==> src/rtl/a429_pkg.sv <==
// Shared types for the ARINC 429 word receiver.
// Assumes line levels are encoded as {zeros, ones}.
package a429_pkg;
    typedef enum logic [1:0] {
        LV_NULL = 2'b00,
        LV_ONE  = 2'b01,
        LV_ZERO = 2'b10,
        LV_BAD  = 2'b11
    } lvl_t;

    typedef enum logic [1:0] {
        FR_IDLE,
        FR_ARMED,
        FR_DATA,
        FR_NULL
    } fr_state_t;
endpackage

==> src/rtl/a429_sample_tick.sv <==
// Sample-enable generator: fires on every clock in fast mode and once per
// DIV clocks in slow mode. Assumes slow_sel changes only between words.
module a429_sample_tick #(
    parameter int DIV = 8
) (
    input  logic clk,
    input  logic rst_n,
    input  logic slow_sel,
    output logic tick
);
    localparam int CW = (DIV > 1) ? $clog2(DIV) : 1;

    logic [CW-1:0] cnt;

    // Free-running divider counter, wraps at DIV-1.
    always_ff @(posedge clk) begin
        if (!rst_n)
            cnt <= '0;
        else if (cnt == CW'(DIV - 1))
            cnt <= '0;
        else
            cnt <= cnt + 1'b1;
    end

    assign tick = slow_sel ? (cnt == '0) : 1'b1;
endmodule

==> src/rtl/a429_level_filter.sv <==
// Line-level glitch filter: decodes the two detect lines into a level and
// accepts a new level only after RUN consecutive matching samples.
// Emits a one-cycle chg pulse whenever the accepted level changes.
module a429_level_filter
    import a429_pkg::*;
#(
    parameter int RUN = 3
) (
    input  logic clk,
    input  logic rst_n,
    input  logic tick,
    input  logic ones_in,
    input  logic zeros_in,
    output lvl_t level,
    output logic chg
);
    localparam int RW = $clog2(RUN + 1);

    lvl_t          raw;
    lvl_t          prev;
    logic [RW-1:0] run;
    logic [RW-1:0] run_nx;

    // Decode the raw sample and the length of the current run.
    always_comb begin
        raw = lvl_t'({zeros_in, ones_in});
        if (raw == prev)
            run_nx = (run == RW'(RUN)) ? run : run + 1'b1;
        else
            run_nx = RW'(1);
    end

    // Track runs and commit a level once it has lasted RUN samples.
    always_ff @(posedge clk) begin
        if (!rst_n) begin
            prev  <= LV_NULL;
            run   <= '0;
            level <= LV_NULL;
            chg   <= 1'b0;
        end else begin
            chg <= 1'b0;
            if (tick) begin
                prev <= raw;
                run  <= run_nx;
                if (run_nx >= RW'(RUN) && raw != level) begin
                    level <= raw;
                    chg   <= 1'b1;
                end
            end
        end
    end
endmodule

==> src/rtl/a429_word_framer.sv <==
// Word framer: assembles NBITS return-to-zero bits into a word, enforces a
// null between bits and a gap of GAP null samples before a word, discards
// on errors, replaces the top bit by the parity check and applies the
// label filter. Bit 1 of the line lands in rx[0].
module a429_word_framer
    import a429_pkg::*;
#(
    parameter int NBITS = 32,
    parameter int GAP   = 40
) (
    input  logic             clk,
    input  logic             rst_n,
    input  logic             tick,
    input  lvl_t             level,
    input  logic             chg,
    input  logic             dec_en,
    input  logic             match9,
    input  logic             match10,
    output logic [NBITS-1:0] word,
    output logic             word_done,
    output logic             word_ok
);
    localparam int CNW   = $clog2(NBITS + 1);
    localparam int IW    = $clog2(NBITS);
    localparam int GW    = $clog2(GAP + 1);
    localparam int LBL_A = 8;
    localparam int LBL_B = 9;

    fr_state_t        st;
    logic [CNW-1:0]   cnt;
    logic [NBITS-1:0] rx;
    logic [GW-1:0]    gap;
    logic             gap_ok;
    logic             is_one;
    logic             accept;
    logic             par;

    // Derived conditions used by the state machine.
    always_comb begin
        gap_ok = (gap >= GW'(GAP));
        is_one = (level == LV_ONE);
        accept = !dec_en || (rx[LBL_A] == match9 && rx[LBL_B] == match10);
        par    = ~(^rx);
    end

    // Gap timer, bit collection and end-of-word decision.
    always_ff @(posedge clk) begin
        if (!rst_n) begin
            st        <= FR_IDLE;
            cnt       <= '0;
            rx        <= '0;
            gap       <= '0;
            word      <= '0;
            word_done <= 1'b0;
            word_ok   <= 1'b0;
        end else begin
            word_done <= 1'b0;
            word_ok   <= 1'b0;
            if (tick) begin
                if (level != LV_NULL)
                    gap <= '0;
                else if (!gap_ok)
                    gap <= gap + 1'b1;
            end
            if (chg) begin
                if (level == LV_BAD) begin
                    st <= FR_IDLE;
                end else begin
                    case (st)
                        FR_ARMED: begin
                            if (level != LV_NULL) begin
                                rx[0] <= is_one;
                                cnt   <= CNW'(1);
                                st    <= FR_DATA;
                            end
                        end
                        FR_DATA: begin
                            if (level == LV_NULL) begin
                                if (cnt == CNW'(NBITS)) begin
                                    word_done <= 1'b1;
                                    word_ok   <= accept;
                                    word      <= {par, rx[NBITS-2:0]};
                                    st        <= FR_IDLE;
                                end else begin
                                    st <= FR_NULL;
                                end
                            end else begin
                                st <= FR_IDLE;
                            end
                        end
                        FR_NULL: begin
                            if (level != LV_NULL) begin
                                rx[cnt[IW-1:0]] <= is_one;
                                cnt             <= cnt + 1'b1;
                                st              <= FR_DATA;
                            end
                        end
                        default: ;
                    endcase
                end
            end else if (gap_ok && (st == FR_IDLE || st == FR_NULL)) begin
                st <= FR_ARMED;
            end
        end
    end
endmodule

==> src/rtl/a429_hold_port.sv <==
// Holding register and host read port: keeps the last accepted word,
// tracks which halves were read, drives the active-low ready flag and
// maps the selected half onto the 16-bit read bus.
module a429_hold_port #(
    parameter int NBITS = 32
) (
    input  logic             clk,
    input  logic             rst_n,
    input  logic             word_ok,
    input  logic [NBITS-1:0] word,
    input  logic             rd_en,
    input  logic             rd_sel,
    output logic             ready_n,
    output logic [15:0]      rd_data
);
    localparam int LOW_LBL = 5;
    localparam int LOW_DAT = 8;

    logic [NBITS-1:0] held;
    logic             rd_lo;
    logic             rd_hi;
    logic             lo_nx;
    logic             hi_nx;
    logic [15:0]      half_lo;
    logic [15:0]      half_hi;

    // Read marks after the current strobe.
    always_comb begin
        lo_nx = rd_lo | ~rd_sel;
        hi_nx = rd_hi | rd_sel;
    end

    // Capture accepted words and clear the flag once both halves are read.
    always_ff @(posedge clk) begin
        if (!rst_n) begin
            held    <= '0;
            rd_lo   <= 1'b0;
            rd_hi   <= 1'b0;
            ready_n <= 1'b1;
        end else if (word_ok) begin
            held    <= word;
            rd_lo   <= 1'b0;
            rd_hi   <= 1'b0;
            ready_n <= 1'b0;
        end else if (rd_en) begin
            rd_lo <= lo_nx;
            rd_hi <= hi_nx;
            if (lo_nx && hi_nx)
                ready_n <= 1'b1;
        end
    end

    assign half_hi = held[28:13];
    assign half_lo[10] = held[30];
    assign half_lo[9]  = held[29];
    assign half_lo[8]  = held[31];

    for (genvar k = 0; k < LOW_LBL; k++) begin : g_lbl
        assign half_lo[11 + k] = held[8 + k];
    end
    for (genvar k = 0; k < LOW_DAT; k++) begin : g_dat
        assign half_lo[7 - k] = held[k];
    end

    assign rd_data = rd_sel ? half_hi : half_lo;
endmodule

==> src/rtl/a429_word_rx.sv <==
// ARINC 429 word receiver top: sample divider, level filter, word framer
// and host read port. Assumes the detect lines are already synchronous
// to clk and that the configuration pins are static during a word.
module a429_word_rx
    import a429_pkg::*;
#(
    parameter int NBITS    = 32,
    parameter int SAMP_DIV = 8,
    parameter int RUN      = 3,
    parameter int SPB      = 10,
    parameter int GAP_BITS = 4
) (
    input  logic        clk,
    input  logic        rst_n,
    input  logic        ones_in,
    input  logic        zeros_in,
    input  logic        slow_sel,
    input  logic        dec_en,
    input  logic        match9,
    input  logic        match10,
    input  logic        rd_en,
    input  logic        rd_sel,
    output logic        ready_n,
    output logic [15:0] rd_data
);
    localparam int GAP = SPB * GAP_BITS;

    logic             tick;
    lvl_t             level;
    logic             lvl_chg;
    logic [NBITS-1:0] fr_word;
    logic             word_done;
    logic             word_ok;

    a429_sample_tick #(.DIV(SAMP_DIV)) u_tick (
        .clk      (clk),
        .rst_n    (rst_n),
        .slow_sel (slow_sel),
        .tick     (tick)
    );

    a429_level_filter #(.RUN(RUN)) u_filt (
        .clk      (clk),
        .rst_n    (rst_n),
        .tick     (tick),
        .ones_in  (ones_in),
        .zeros_in (zeros_in),
        .level    (level),
        .chg      (lvl_chg)
    );

    a429_word_framer #(.NBITS(NBITS), .GAP(GAP)) u_frm (
        .clk       (clk),
        .rst_n     (rst_n),
        .tick      (tick),
        .level     (level),
        .chg       (lvl_chg),
        .dec_en    (dec_en),
        .match9    (match9),
        .match10   (match10),
        .word      (fr_word),
        .word_done (word_done),
        .word_ok   (word_ok)
    );

    a429_hold_port #(.NBITS(NBITS)) u_port (
        .clk     (clk),
        .rst_n   (rst_n),
        .word_ok (word_ok),
        .word    (fr_word),
        .rd_en   (rd_en),
        .rd_sel  (rd_sel),
        .ready_n (ready_n),
        .rd_data (rd_data)
    );
endmodule

==> config.mk <==
export PLATFORM = sky130hd
export DESIGN_NAME = a429_word_rx
export DESIGN_NICKNAME = d
export VERILOG_FILES = /design/src/rtl/a429_pkg.sv /design/src/rtl/a429_sample_tick.sv /design/src/rtl/a429_level_filter.sv /design/src/rtl/a429_word_framer.sv /design/src/rtl/a429_hold_port.sv /design/src/rtl/a429_word_rx.sv
export SDC_FILE = /design/constraint.sdc
export NUM_CORES = 1
export LEC_CHECK = 0
export BUFFER_PORTS_ARGS = -buffer_cell sky130_fd_sc_hd__buf_2
export CORE_MARGIN = 2
export CORE_UTILIZATION = 55
export DETAILED_ROUTE_END_ITERATION = 8
export HOLD_SLACK_MARGIN = 0.15
export PLACE_DENSITY = 0.78
export SYNTH_ARGS = -nofsm -noshare
export SYNTH_HDL_FRONTEND = slang
export SYNTH_SLANG_ARGS = --single-unit
==> constraint.sdc <==
create_clock -name clk -period 1.73 [get_ports clk]
set_input_delay 0.2595 -clock clk [delete_from_list [all_inputs] [get_ports clk]]
set_output_delay 0.2595 -clock clk [all_outputs]
set_load 0.05 [all_outputs]
==> flow_summary_export.csv <==
group,metric,value,unit
clock_tree,cts.htree.levels,4,
sta,skew,0.0102,ns
power_and_ir_drop,ir_drop,0.000970,V
critical_path,start_kind,"flip-flop",
synth,postSynthCellCount,615,
clock_tree,clock-sinks,124,
synth,ys.warnings.count,0,
sta,tightest_slew,0.623,ns
finish,drive_gt1_frac,0.169,
routing,routed_wl,11.8,mm
floorplanning,io_pins,27,
global_route,grt_pass1_vias,4131,
placed_design,place_congestion,0.822,
synth,synth-seq-cells,124,
routing,drt_pass1_iterations,4,
sta,hold_viol,0,
critical_path,crit_required,2.14,ns
routing,dr.first_iter.drc_count,169,
global_route,grt_start_max_net_pins,39,
placed_design,post-dp-hpwl,7.90,mm
critical_path,arrival,2.04,ns
sta,fmax,611,MHz
clock_tree,cts_tree,"built",
finish,diodes,0,
run_status,outcome,"finished, final reports clean",
placed_design,port_buffers,26,
synth,seq_area_frac_synth,0.430,
floorplanning,initial_core_util,0.561,
sta,holdWs,0.190,ns
global_route,grt_usage,0.223,
synth,synthArstFlopShare,0,
finish,regArea,2490,sq um
global_route,grt_pass1_wl,19.8,mm
finish,syn2layout_area_growth,17.2,%
routing,drc,0,
critical_path,critPathKind,"reg2reg",
finish,final_cells,798,
synth,mappedNetlistArea,5770,sq um
clock_tree,cts_made_buffers,17,
global_route,antenna_found_initial,0,
finish,multiInputGateArea,3070,sq um
power_and_ir_drop,p_leak,2.45,nW
floorplanning,coreArea,10300,sq um
routing,via_per_inst,5.24,
clock_tree,path_clk_slew,0.06,ns
finish,layout_commonest_cell,"dfxtp_1",
finish,final_cell_mix,"dfxtp_1 (120), nand2_1 (79), mux2i_1 (66)",
finish,final_core_util,0.658,
clock_tree,clockBufferDepth,2,
power_and_ir_drop,power,6.72,mW
power_and_ir_drop,cellPowerDensity,994,nW/um^2
floorplanning,die_w,106,um
critical_path,crit_path_end_kind,"flip-flop",
sta,fin_crit,1.64,ns
global_route,overflow,0,
sta,drv_slew,0,
floorplanning,rows,37,
synth,ys.flop_type,"dfxtp_1",
synth,synth-edff-count,0,
routing,wl_per_cell,14.7,um
synth,synthesis.nets,637,
sta,setup_tns,0,ns
placed_design,placed_cells,761,
sta,relSlewSlack,0.580,
finish,fillers,823,
sta,setup_viol,0,
worst_hold_path,hold_path_class,"in2reg",
sta,min_period_over_period,0.946,
synth,yosysUniqueCellTypes,42,
critical_path,cp_max_fo,7,
finish,nets,671,
flow_run,maxCapViolCount,0,
clock_tree,worstSkewPairLatency,0.52,ns
floorplanning,dieArea,11300,sq um
floorplanning,dieHeight,106,um
clock_tree,clockRootBuffer,"clkbuf_8",
routing,via_count,4178,
synth,syn_area_per_cell,9.38,sq um
routing,antenna_left,0,
[layout make-up]
class | instances | area share
Clock buffer | 20 | 0.0629
Multi-Input combinational cell | 444 | 0.454
Tap cell | 136 | 0.0252
Inverter | 12 | 0.00666
Timing Repair Buffer | 50 | 0.0585
Clock inverter | 12 | 0.0252
Sequential cell | 124 | 0.368
[kinds of logic after synthesis]
kind of cell	share of synthesized area
adder cells (fa/ha/maj)	0.0260
flip-flops	0.430
multiplexers	0.148
AO/OA/AOI/OAI	0.0828
buffers and inverters	0.0397
XOR/XNOR	0.0668
AND/OR/NAND/NOR	0.207
[timing repair]
action / in CTS / in global routing
hold buffers: 4 / 0
endpoints found under the setup margin: 0 / 31
resized for setup: 0 / 8
buffers inserted: 0 / 1
hold endpoints to repair: 9 / 0
[sequential cells by signal, indices dropped and copies added, names as in the netlist, 2 cells and up]
name	flops
u_filt.level	2
u_filt.prev	2
u_filt.run	2
u_frm.cnt	6
u_frm.gap	6
u_frm.rx	32
u_frm.st	2
u_frm.word	32
u_port.held	32
u_tick.cnt	3
[per-layer routing]
layer / global-route usage / share of wire
met4: 0.0807 / 0.020
met5: 0 / 0
met3: 0.0717 / 0.035
met2: 0.386 / 0.51
met1: 0.258 / 0.43
[Yosys cell counts (all sizes together) (2+ instances only)]
cell      n  area share
dfxtp   124        0.43
nand2    83       0.059
mux2i    66        0.11
nor2b    66       0.073
nor2     47       0.031
a21boi   37       0.048
xnor2    33       0.050
o21ai    19       0.016
clkbuf   18       0.012
buf      17       0.020
mux2     17       0.033
ha       12       0.026
inv      12      0.0078
xor2     11       0.017
a21oi     9      0.0078
nand3     8      0.0078
nand4     6      0.0065
and2      3      0.0033
and3      3      0.0033
nand3b    3      0.0039
nor3      3      0.0035
a31oi     2      0.0022
and3b     2      0.0030
nand2b    2      0.0022
or2       2      0.0022
or3       2      0.0022
or3b      2      0.0030
[worst paths after layout]
check	startpoint	endpoint	slack (ns)	depth (start not counted)
worst max register to register	u_frm.cnt[3]	u_frm.rx[10]	0.09	4
worst min-delay path	match10	u_frm.word_ok	0.19	5
worst max-delay path	u_frm.cnt[3]	u_frm.rx[10]	0.09	4
worst min register to register	u_frm.word[23]	u_frm.word[23]	0.45	2
[power by group]
part / switching [mW] / internal, mW / leakage (nW)
Clock: 1.25 / 2.33 / 0.293
Sequential: 0.0196 / 2.88 / 1.00
Combinational: 0.115 / 0.117 / 1.15
Total: 1.39 / 5.33 / 2.45
[worst max-delay path: stages, from the launching register on]
cell and delay, ns:
dfxtp_1 0.48, or3b_2 0.55, nor2_1 0.16, mux2i_1 0.26, nor2b_1 0.08
[metrics by stage]
step	instance area, sq um	setup slack [ns]
global placement	6110	0.131
finish	6760	0.0938
floorplan	5770	0.158
detailed placement	6110	0.0189
CTS	6740	0.00332
global route	6760	-0.0204
Power figures use the tool's default switching activity.
